<file path="config.mk">
export PLATFORM = sky130hd
export DESIGN_NAME = rx_fifo_flow
export DESIGN_NICKNAME = d
export VERILOG_FILES = /design/src/rtl/rxf_pkg.sv /design/src/rtl/rxf_store.sv /design/src/rtl/rxf_status.sv /design/src/rtl/rxf_rts_fsm.sv /design/src/rtl/rx_fifo_flow.sv
export SDC_FILE = /design/constraint.sdc
export NUM_CORES = 1
export LEC_CHECK = 0
export CAP_MARGIN = 20
export CORE_UTILIZATION = 40
export DETAILED_ROUTE_END_ITERATION = 7
export PLACE_DENSITY = 0.56
export REMOVE_ABC_BUFFERS = 1
export SLEW_MARGIN = 15
export SYNTH_ARGS = -nofsm -noshare
export SYNTH_HDL_FRONTEND = slang
export SYNTH_HIERARCHICAL = 1
export SYNTH_SLANG_ARGS = --single-unit
</file>
<file path="constraint.sdc">
create_clock -name clk -period 5.81 [get_ports clk]
set_input_delay 0.8715 -clock clk [delete_from_list [all_inputs] [get_ports clk]]
set_output_delay 0.8715 -clock clk [all_outputs]
set_load 0.02 [all_outputs]
</file>
<file path="src/rtl/rxf_pkg.sv">
package rxf_pkg;
    localparam int unsigned RXF_DW = 8;
    localparam int unsigned RXF_SW = 3;

    typedef struct packed {
        logic [RXF_DW-1:0] data;
        logic              brk;
        logic              fe;
        logic              pe;
    } rxf_entry_t;

    typedef enum logic [1:0] {
        RTS_NEGATED   = 2'd0,
        RTS_ASSERTED  = 2'd1,
        RTS_AUTO_HOLD = 2'd2
    } rts_state_e;
endpackage

</file>
<file path="src/rtl/rxf_store.sv">
module rxf_store
    import rxf_pkg::*;
#(
    parameter int unsigned DEPTH = 8
) (
    input  logic                    clk,
    input  logic                    rst_n,
    input  logic                    push,
    input  rxf_entry_t              push_ent,
    input  logic                    pop,
    output rxf_entry_t              top_ent,
    output logic                    empty,
    output logic                    full,
    output logic                    arrive,
    output logic [RXF_SW-1:0]       arrive_st,
    output logic                    drop
);
    localparam int unsigned AW = (DEPTH > 1) ? $clog2(DEPTH) : 1;
    localparam int unsigned CW = $clog2(DEPTH + 1);

    rxf_entry_t       mem [DEPTH];
    logic [AW-1:0]    wr_ptr;
    logic [AW-1:0]    rd_ptr;
    logic [CW-1:0]    count;
    logic             pop_ok;
    logic             push_ok;
    rxf_entry_t       next_top;

    function automatic logic [AW-1:0] step_ptr(input logic [AW-1:0] p);
        return (p == AW'(DEPTH - 1)) ? '0 : p + 1'b1;
    endfunction

    assign empty   = (count == '0);
    assign full    = (count == CW'(DEPTH));
    assign pop_ok  = pop && !empty;
    assign push_ok = push && (!full || pop_ok);
    assign drop    = push && !push_ok;

    always_comb begin
        arrive   = 1'b0;
        next_top = '0;
        if (push_ok && (empty || (pop_ok && count == CW'(1)))) begin
            arrive   = 1'b1;
            next_top = push_ent;
        end else if (pop_ok && count > CW'(1)) begin
            arrive   = 1'b1;
            next_top = mem[step_ptr(rd_ptr)];
        end
    end

    assign arrive_st = {next_top.brk, next_top.fe, next_top.pe};
    assign top_ent   = empty ? '0 : mem[rd_ptr];

    always_ff @(posedge clk or negedge rst_n) begin
        if (!rst_n) begin
            for (int i = 0; i < int'(DEPTH); i++) begin
                mem[i] <= '0;
            end
        end else if (push_ok) begin
            mem[wr_ptr] <= push_ent;
        end
    end

    always_ff @(posedge clk or negedge rst_n) begin
        if (!rst_n) begin
            wr_ptr <= '0;
            rd_ptr <= '0;
            count  <= '0;
        end else begin
            if (push_ok) begin
                wr_ptr <= step_ptr(wr_ptr);
            end
            if (pop_ok) begin
                rd_ptr <= step_ptr(rd_ptr);
            end
            unique case ({push_ok, pop_ok})
                2'b10:   count <= count + 1'b1;
                2'b01:   count <= count - 1'b1;
                default: count <= count;
            endcase
        end
    end

    AST_NO_OVERFLOW: assert property (@(posedge clk) disable iff (!rst_n)
        count <= CW'(DEPTH));
    AST_DROP_KEEPS: assert property (@(posedge clk) disable iff (!rst_n)
        push && !pop && full |=> full && $stable(wr_ptr) && $stable(rd_ptr));
    AST_SWAP_FULL: assert property (@(posedge clk) disable iff (!rst_n)
        push && pop && full |=> full);
    AST_EMPTY_POP: assert property (@(posedge clk) disable iff (!rst_n)
        pop && !push && empty |=> empty);
endmodule

</file>
<file path="src/rtl/rxf_status.sv">
module rxf_status
    import rxf_pkg::*;
(
    input  logic              clk,
    input  logic              rst_n,
    input  logic              blk_mode,
    input  logic              err_clr,
    input  logic [RXF_SW-1:0] top_st,
    input  logic              arrive,
    input  logic [RXF_SW-1:0] arrive_st,
    input  logic              drop,
    output logic [RXF_SW-1:0] rpt_st,
    output logic              overrun
);
    logic [RXF_SW-1:0] acc;

    for (genvar b = 0; b < RXF_SW; b++) begin : g_acc
        always_ff @(posedge clk or negedge rst_n) begin
            if (!rst_n) begin
                acc[b] <= 1'b0;
            end else if (err_clr) begin
                acc[b] <= arrive && arrive_st[b];
            end else if (arrive) begin
                acc[b] <= acc[b] | arrive_st[b];
            end
        end
    end

    always_ff @(posedge clk or negedge rst_n) begin
        if (!rst_n) begin
            overrun <= 1'b0;
        end else begin
            overrun <= drop | (overrun & ~err_clr);
        end
    end

    assign rpt_st = blk_mode ? acc : top_st;

    AST_OVR_STICKY: assert property (@(posedge clk) disable iff (!rst_n)
        overrun && !err_clr |=> overrun);
    AST_ACC_TAKES: assert property (@(posedge clk) disable iff (!rst_n)
        arrive && !err_clr |=> (acc & $past(arrive_st)) == $past(arrive_st));
    AST_ERRCLR_ZERO: assert property (@(posedge clk) disable iff (!rst_n)
        err_clr && !arrive |=> acc == '0);
endmodule

</file>
<file path="src/rtl/rxf_rts_fsm.sv">
module rxf_rts_fsm
    import rxf_pkg::*;
(
    input  logic clk,
    input  logic rst_n,
    input  logic rts_set,
    input  logic rts_clr,
    input  logic flow_en,
    input  logic rts_oe,
    input  logic start_det,
    input  logic full,
    output logic rts_n
);
    rts_state_e state;
    rts_state_e state_nx;
    logic       auto_ok;

    assign auto_ok = flow_en && rts_oe;

    always_ff @(posedge clk or negedge rst_n) begin
        if (!rst_n) begin
            state <= RTS_NEGATED;
        end else begin
            state <= state_nx;
        end
    end

    always_comb begin
        state_nx = state;
        unique case (state)
            RTS_NEGATED: begin
                if (rts_set && !rts_clr) begin
                    state_nx = RTS_ASSERTED;
                end
            end
            RTS_ASSERTED: begin
                if (rts_clr) begin
                    state_nx = RTS_NEGATED;
                end else if (auto_ok && start_det && full) begin
                    state_nx = RTS_AUTO_HOLD;
                end
            end
            RTS_AUTO_HOLD: begin
                if (rts_clr) begin
                    state_nx = RTS_NEGATED;
                end else if (!auto_ok || !full) begin
                    state_nx = RTS_ASSERTED;
                end
            end
            default: state_nx = RTS_NEGATED;
        endcase
    end

    always_comb begin
        unique case (state)
            RTS_ASSERTED: rts_n = 1'b0;
            default:      rts_n = 1'b1;
        endcase
    end

    AST_CLR_WINS: assert property (@(posedge clk) disable iff (!rst_n)
        rts_clr |=> rts_n);
    AST_AUTO_NEGATE: assert property (@(posedge clk) disable iff (!rst_n)
        !rts_n && auto_ok && start_det && full && !rts_clr |=> rts_n);
    AST_RELEASE: assert property (@(posedge clk) disable iff (!rst_n)
        state == RTS_AUTO_HOLD && !full && !rts_clr |=> !rts_n);
    AST_FOLLOW_MANUAL: assert property (@(posedge clk) disable iff (!rst_n)
        state == RTS_AUTO_HOLD && !auto_ok && !rts_clr |=> !rts_n);
endmodule

</file>
<file path="src/rtl/rx_fifo_flow.sv">
module rx_fifo_flow
    import rxf_pkg::*;
#(
    parameter int unsigned DEPTH = 8
) (
    input  logic              clk,
    input  logic              rst_n,
    input  logic              start_det,
    input  logic              push,
    input  logic [RXF_DW-1:0] push_data,
    input  logic              push_brk,
    input  logic              push_fe,
    input  logic              push_pe,
    input  logic              pop,
    input  logic              flow_en,
    input  logic              blk_mode,
    input  logic              rts_oe,
    input  logic              rts_set,
    input  logic              rts_clr,
    input  logic              err_clr,
    output logic [RXF_DW-1:0] top_data,
    output logic              rpt_brk,
    output logic              rpt_fe,
    output logic              rpt_pe,
    output logic              full,
    output logic              empty,
    output logic              ready,
    output logic              overrun,
    output logic              rts_n
);
    rxf_entry_t        push_ent;
    rxf_entry_t        top_ent;
    logic              arrive;
    logic [RXF_SW-1:0] arrive_st;
    logic              drop;
    logic [RXF_SW-1:0] rpt_st;

    assign push_ent = '{data: push_data, brk: push_brk, fe: push_fe, pe: push_pe};

    rxf_store #(.DEPTH(DEPTH)) store_i (
        .clk       (clk),
        .rst_n     (rst_n),
        .push      (push),
        .push_ent  (push_ent),
        .pop       (pop),
        .top_ent   (top_ent),
        .empty     (empty),
        .full      (full),
        .arrive    (arrive),
        .arrive_st (arrive_st),
        .drop      (drop)
    );

    rxf_status status_i (
        .clk       (clk),
        .rst_n     (rst_n),
        .blk_mode  (blk_mode),
        .err_clr   (err_clr),
        .top_st    ({top_ent.brk, top_ent.fe, top_ent.pe}),
        .arrive    (arrive),
        .arrive_st (arrive_st),
        .drop      (drop),
        .rpt_st    (rpt_st),
        .overrun   (overrun)
    );

    rxf_rts_fsm rts_i (
        .clk       (clk),
        .rst_n     (rst_n),
        .rts_set   (rts_set),
        .rts_clr   (rts_clr),
        .flow_en   (flow_en),
        .rts_oe    (rts_oe),
        .start_det (start_det),
        .full      (full),
        .rts_n     (rts_n)
    );

    assign top_data = top_ent.data;
    assign {rpt_brk, rpt_fe, rpt_pe} = rpt_st;
    assign ready = !empty;

    AST_FLAGS_EXCL: assert property (@(posedge clk) disable iff (!rst_n)
        !(full && empty));
    AST_EMPTY_QUIET: assert property (@(posedge clk) disable iff (!rst_n)
        empty && !blk_mode |-> top_data == '0 && rpt_st == '0);
endmodule

</file>
==> impl_results.md, run 1 <==
* Yosys warning count at 6
* Syn Area/Cell at 14.7 um^2
* Top FF cell, synth: dfrtp_1
* Worst-path clk slew at about 0.070 ns
* Max-slew headroom at 35.6%
* Antenna-violating nets left at 0
* Fin util at 47.5%
* Pre-CTS setup slack at 2.23 ns
* Req. time, crit path at between 4 and 5 ns
* Setup TNS at 0 ns
* Top-count cell post-synth: dfrtp_1
* # fillers at about 1200
* CTS sink cnt at 104
* PD cells at 610 nW/um^2
* # H-tree levels at 3
* Critical Path End Type: output port
* Area of the core at 12600 um^2
* Async SR Flop Fraction at 100%
* CTS buffer count at 9
* Die height at approximately 120 um
* Drt pass-1 iters at 4
* Crit-path max cell delay at around 0.9 ns
* Period utilisation layout at 66.5%
* HP Class: reg2reg
* Critical-path cell list: buf_4, mux4_2, mux2i_1, nor2_1, clkdlybuf4s50_1
* Cell variety after synth at 45
* Number of synthesized flops with an enable pin at 0
* Ant. Diodes at 0
* Post-synth top area cell: dfrtp_1
* Wirelength per Cell at 19.4 um
* Grt ovf at 0
* Nets@finish at between 400 and 500
* Largest net degree at the start of global routing at 70
* Die W at approximately 120 um
* Worst skew pair latency at roughly 0.35 ns
* Final hold violation count at 0
* Setup Buffers After CTS at 0
* Final Max Slew Viols at 0
* Starting density of the core at approximately 40%
* CTS root buf: clkbuf_16
* Mapped cell area at approximately 5200 um^2
* Hpwl dp at about 6700 um
* Routed vias/inst at 5.35
* DIE AREA at around 13000 um^2
* Initial antenna violation count at 0
* Share of layout cells above drive strength 1 at 37.4%
* Final clock skew at roughly 0.0059 ns
* Io pins at 38
* DR iter-0 viols at 95
* Status: finished, final reports clean
* Post-Layout Inst Area at around 6000 um^2
* Critical Path AT at 2.99 ns
* Max FO, Critical Path at 15
* Setup ws final at about 1.9 ns
* Resized cells post-CTS at 0
* Top cell type's share of synthesized area at approximately half
* Worst VDD drop at approximately 290 uV
* Std-Cell Rows at 41
* Post-route insts no fill at around 560
* Mapped Cells at between 300 and 400
* PortBufs at 37
* CP startpoint kind: flip-flop
* Top cells by area, synth: dfrtp_1 (50%), mux2_2 (18%), mux4_2 (11%)
* Clock buffer depth at 2
* Cell Area, Placed at 5690 um^2
* Seq/Total Area, Yosys at about half
* Setup CP Type: reg2out
* # DRC at 0
* Post-synth top cells: dfrtp_1 (104), mux2_2 (81), mux4_2 (25)
* Gp weighted congestion at a little under 0.7
* Synth-to-layout area growth at 15.6%
* Placed Cells at ~550
* Final setup viols at 0
* Max Clock Freq at ~0.26 GHz
* Final min period at just under 4 ns
* First-pass GRT wire length at 17600 um
* P_leak at around 2.6 nW
* Total wire length at between 10000 and 15000 um
* RSZ-0062 raised after global routing: no
* Yosys reg bits at around 100
* TritonCTS clock tree: built
* Maxcap violations at 0
* Overall Global Routing Usage at between 10% and 20%
* Crit-path slowest cell: dfrtp_1
* Vias at about 3000
* # hold bufs at CTS at 0
* Worst-Margin Slew at around 0.96 ns
* Vias in the first global route at ~3200
-- placed cells by master (no fill, tap or decap), types with 5 or more instances in the layout --
master and n:
dfrtp_1 104, mux2_2 81, clkdlybuf4s50_1 36, mux4_2 25
mux2i_1 18, nor2_1 17, mux2_4 10, clkbuf_16 9
ha_1 8, nand2b_1 6, nand2_1 6, buf_4 5
a22o_1 5, nand4b_1 5
-- critical path, delay by kind of cell (launching register included) --
| family | cells | cell delay [ns] |
|---|---|---|
| mux | 2 | 0.68 |
| simple gates | 1 | 0.10 |
| flops | 1 | 0.90 |
| buf+inv | 2 | 0.95 |
-- path summary, 6_finish.rpt --
path	start	to	slack [ns]	depth (start not counted)
min in group asynchronous	rst_n	status_i/acc[2]$_DFFE_PN0P_	0.50	1
min	status_i/overrun$_DFF_PN0_	status_i/overrun$_DFF_PN0_	0.48	1
max in group asynchronous	rst_n	store_i/mem[0]$_DFFE_PN0P_	4.04	2
max	store_i/rd_ptr[0]$_DFFE_PN0P_	top_data[6]	1.95	5
max reg2reg	store_i/count[0]$_DFFE_PN0P_	store_i/mem[27]$_DFFE_PN0P_	2.73	6
min reg2reg	status_i/overrun$_DFF_PN0_	status_i/overrun$_DFF_PN0_	0.48	1
-- cell type report --
type                       count  area (um^2)  area share (%)
clock buffer                   9          225            3.76
sequential                   104         2600            43.4
clock inverter                 7         78.8            1.32
inverter                       6         25.0           0.418
multi-input combinational    223         2450            40.8
timing repair buffer          41          398            6.64
tap                          172          215            3.59
-- stage by stage --
| step | hold WS [ns] | total power, mW |
|---|---|---|
| after CTS | 0.484 | 3.70 |
| final | 0.480 | 3.65 |
| after floorplan | 0.469 | 2.52 |
| after detailed placement | 0.468 | 3.06 |
| after global placement | 0.460 | 3.03 |
| after global routing | 0.496 | 3.91 |
-- metal layers --
metal | vias to the layer above | GRT usage, % | share of wire [%]
met4 | 0 | 6.58 | 1.6
met5 | - | 0 | 0
met3 | 12 | 4.13 | 3.1
met2 | 48 | 28.7 | 46
met1 | 1568 | 24.9 | 49
li1 | 1377 | - | -
-- power breakdown --
group / total [mW] / switching (mW) / internal, mW
clock: 0.623 / 0.283 / 0.340
combinational: 1.68 / 0.689 / 0.993
sequential: 1.35 / 0.273 / 1.08
-- cells by family (layout without fill, tap and decap cells) --
group / Yosys count / after routing / share of synthesized area, %
compound gates: 18 / 18 / 2.51
xor+xnor: 4 / 4 / 0.676
fa+ha+maj: 8 / 8 / 1.93
buf+inv: 26 / 63 / 2.66
flops: 104 / 104 / 50.2
mux: 137 / 137 / 35.5
simple gates: 56 / 56 / 6.50
-- state kept, by name (all words and copies together) (netlist names) --
register and cells:
rts_i/state 2, store_i/count 4, store_i/mem 88, store_i/rd_ptr 3
status_i/acc 3, status_i/overrun 1, store_i/wr_ptr 3
Power figures use the tool's default switching activity.
==> run 2: changes to the inputs <==
--- a/config.mk
+++ b/config.mk
@@ -8,7 +8,7 @@
 export CAP_MARGIN = 20
 export CORE_UTILIZATION = 40
 export DETAILED_ROUTE_END_ITERATION = 7
-export PLACE_DENSITY = 0.56
+export PLACE_DENSITY = 0.58
 export REMOVE_ABC_BUFFERS = 1
 export SLEW_MARGIN = 15
 export SYNTH_ARGS = -nofsm -noshare
==> constraint.sdc (replaced) <==
create_clock -name clk -period 3.41 [get_ports clk]
set_input_delay 0.5115 -clock clk [delete_from_list [all_inputs] [get_ports clk]]
set_output_delay 0.5115 -clock clk [all_outputs]
set_load 0.02 [all_outputs]
==> run 2 against run 1 <==
Register-to-register slack lost 2.0 ns; clock skew shrank 0.00070 ns; largest power group unchanged; sequential share of layout area shrank 0.75 points; flip-flop and latch count is the same; die area is the same; critical endpoint is now top_data[2]; critical path type unchanged.
==> impl_results.md, run 2 (synthesis results as in run 1) <==
* Status: finished, final reports clean
* Vias in the first global route at 3191
* Area of the core at 12600 um^2
* Share of layout cells above drive strength 1 at 39.2%
* # fillers at ~1100
* Worst-Margin Slew at approximately 0.8 ns
* Die height at 116 um
* Die W at roughly 120 um
* Ant. Diodes at 0
* Nets@finish at between 400 and 500
* Max reg flops at 88
* Crit path from: store_i/rd_ptr[0]$_DFFE_PN0P_
* Pre-CTS setup slack at 0.559 ns
* Drt pass-1 iters at 5
* Leading cell type in the layout, fill and taps excluded: dfrtp_1
* Instance count on the critical path at 5
* Flop-to-flop setup slack at between 0.7 and 0.8 ns
* Register-to-Register Path Depth at 8
* Hpwl dp at 7330 um
* Maxcap violations at 0
* Max-slew headroom at a little under half
* Final min period at 3.05 ns
* Req. time, crit path at ~2.9 ns
* Antenna-violating nets left at 0
* Final Max Slew Viols at 0
* Critical-path cell list: buf_4, mux4_2, mux2i_1, nor2_1, clkdlybuf4s50_1
* Setup Buffers After CTS at 0
* RSZ-0062 raised after global routing: no
* DIE AREA at about 13000 um^2
* Largest net degree at the start of global routing at about 60
* PortBufs at 37
* Overall Global Routing Usage at about 18%
* Vias at ~3100
* DR iter-0 viols at 110
* Setup CP Type: reg2out
* TritonCTS clock tree: built
* Starting density of the core at 41.1%
* # DRC at 0
* Gp weighted congestion at ~0.76
* Buf/Inv on CP at 2
* P_leak at between 2 and 3 nW
* R2R Path End: status_i/acc[2]$_DFFE_PN0P_
* Period utilisation layout at approximately nine tenths
* CTS sink cnt at between 100 and 150
* Crit-path max cell delay at 0.55 ns
* CP startpoint kind: flip-flop
* Final setup viols at 0
* Reg area at 2600 um^2
* HP Class: in2async
* CP Capture Point: top_data[2]
* Grt ovf at 0
* Crit-path slowest cell: clkdlybuf4s50_1
* First-pass GRT wire length at between 15000 and 20000 um
* PD cells at between 1000 and 1500 nW/um^2
* Worst skew pair latency at between 0.3 and 0.4 ns
* Routed vias/inst at 5.38
* Critical Path AT at 2.53 ns
* # H-tree levels at 3
* Initial antenna violation count at 0
* CTS buffer count at 9
* Std-Cell Rows at 41
* Reg with most FFs: store_i/mem
* Worst-path clk slew at about 0.07 ns
* Setup TNS at 0 ns
* Clock buffer depth at 2
* Most frequent cells in the layout: dfrtp_1 (103), mux2_2 (81), clkdlybuf4s50_1 (36)
* Final clock skew at between 0.005 and 0.006 ns
* Multi-input gate area at 2450 um^2
* Setup ws final at approximately 0.36 ns
* Final hold violation count at 0
* # hold bufs at CTS at 0
* Max Clock Freq at ~0.33 GHz
* Total wire length at between 10000 and 15000 um
* Synth-to-layout area growth at 17.7%
* Largest delay contributor family on the critical path: buffers and inverters
* Io pins at 38
* Wirelength per Cell at about 20 um
* Regs by FF count: store_i/mem: 88 flops, store_i/count: 4 flops
* Hold slack at about 0.24 ns
* CTS root buf: clkbuf_16
* Max FO, Critical Path at 12
* Crit Reg-Reg Startpoint: store_i/rd_ptr[1]$_DFFE_PN0P_
* Worst VDD drop at around 480 uV
* Critical Path End Type: output port
[run 2: cell count changes in the layout (fill, tap and decap cells not counted), sizes merged]
cell	previous run	this run
buf	5	18
clkbuf	9	13
clkinvlp	1	0
inv	9	6
[run 2: final cells by class]
cell class                 instances  share of cell area, %
inverter                           6                  0.410
timing repair buffer              54                   8.33
clock inverter                     3                  0.657
sequential                       104                   42.7
multi-input combinational        223                   40.1
clock buffer                      13                   4.27
tap                              172                   3.53
[run 2: worst min-delay path by stage]
stage,from,end,cells past startpoint
2_1_floorplan,rst_n,rts_i/state[0]$_DFFE_PN0P_,0
3_3_place_gp,status_i/overrun$_DFF_PN0_,status_i/overrun$_DFF_PN0_,1
3_5_place_dp,status_i/overrun$_DFF_PN0_,status_i/overrun$_DFF_PN0_,1
4_1_cts,rst_n,store_i/mem[78]$_DFFE_PN0P_,1
5_1_grt,rst_n,store_i/mem[57]$_DFFE_PN0P_,1
6_report,rst_n,store_i/mem[57]$_DFFE_PN0P_,1
[run 2: layer usage]
layer	share of wire [%]	routed length [um]	track usage, %
met1	49	5480	26.0
met2	47	5240	28.6
met3	3.0	342	2.62
met4	1.6	178	6.67
met5	0	0	0
[run 2: per-stage QoR]
step	area, um^2	util [%]	std cells	power, mW
3_5_place_dp	5800	45.9	559	5.28
6_report	6100	48.3	575	6.30
4_1_cts	6100	48.3	575	6.37
3_3_place_gp	5800	45.9	559	5.21
2_1_floorplan	5070	-	333	4.29
5_1_grt	6100	48.3	575	6.73
[run 2: power by group]
part / switching (mW) / internal [mW]
sequential: 0.440 / 1.84
clock: 0.441 / 0.608
combinational: 1.24 / 1.74
[run 2: repair_timing]
| action | in CTS | in global routing |
|---|---|---|
| endpoints found under the setup margin | 0 | 1 |
| resized for setup | 0 | 1 |
| hold endpoints to repair | 0 | 0 |
==> run 3: changes to the inputs <==
--- a/config.mk
+++ b/config.mk
@@ -5,6 +5,7 @@
 export SDC_FILE = /design/constraint.sdc
 export NUM_CORES = 1
 export LEC_CHECK = 0
+export ABC_CLOCK_PERIOD_IN_PS = 3410
 export CAP_MARGIN = 20
 export CORE_UTILIZATION = 40
 export DETAILED_ROUTE_END_ITERATION = 7
==> results of run 3 <==
Final layout, timing and power as in run 2 (identical DEF).
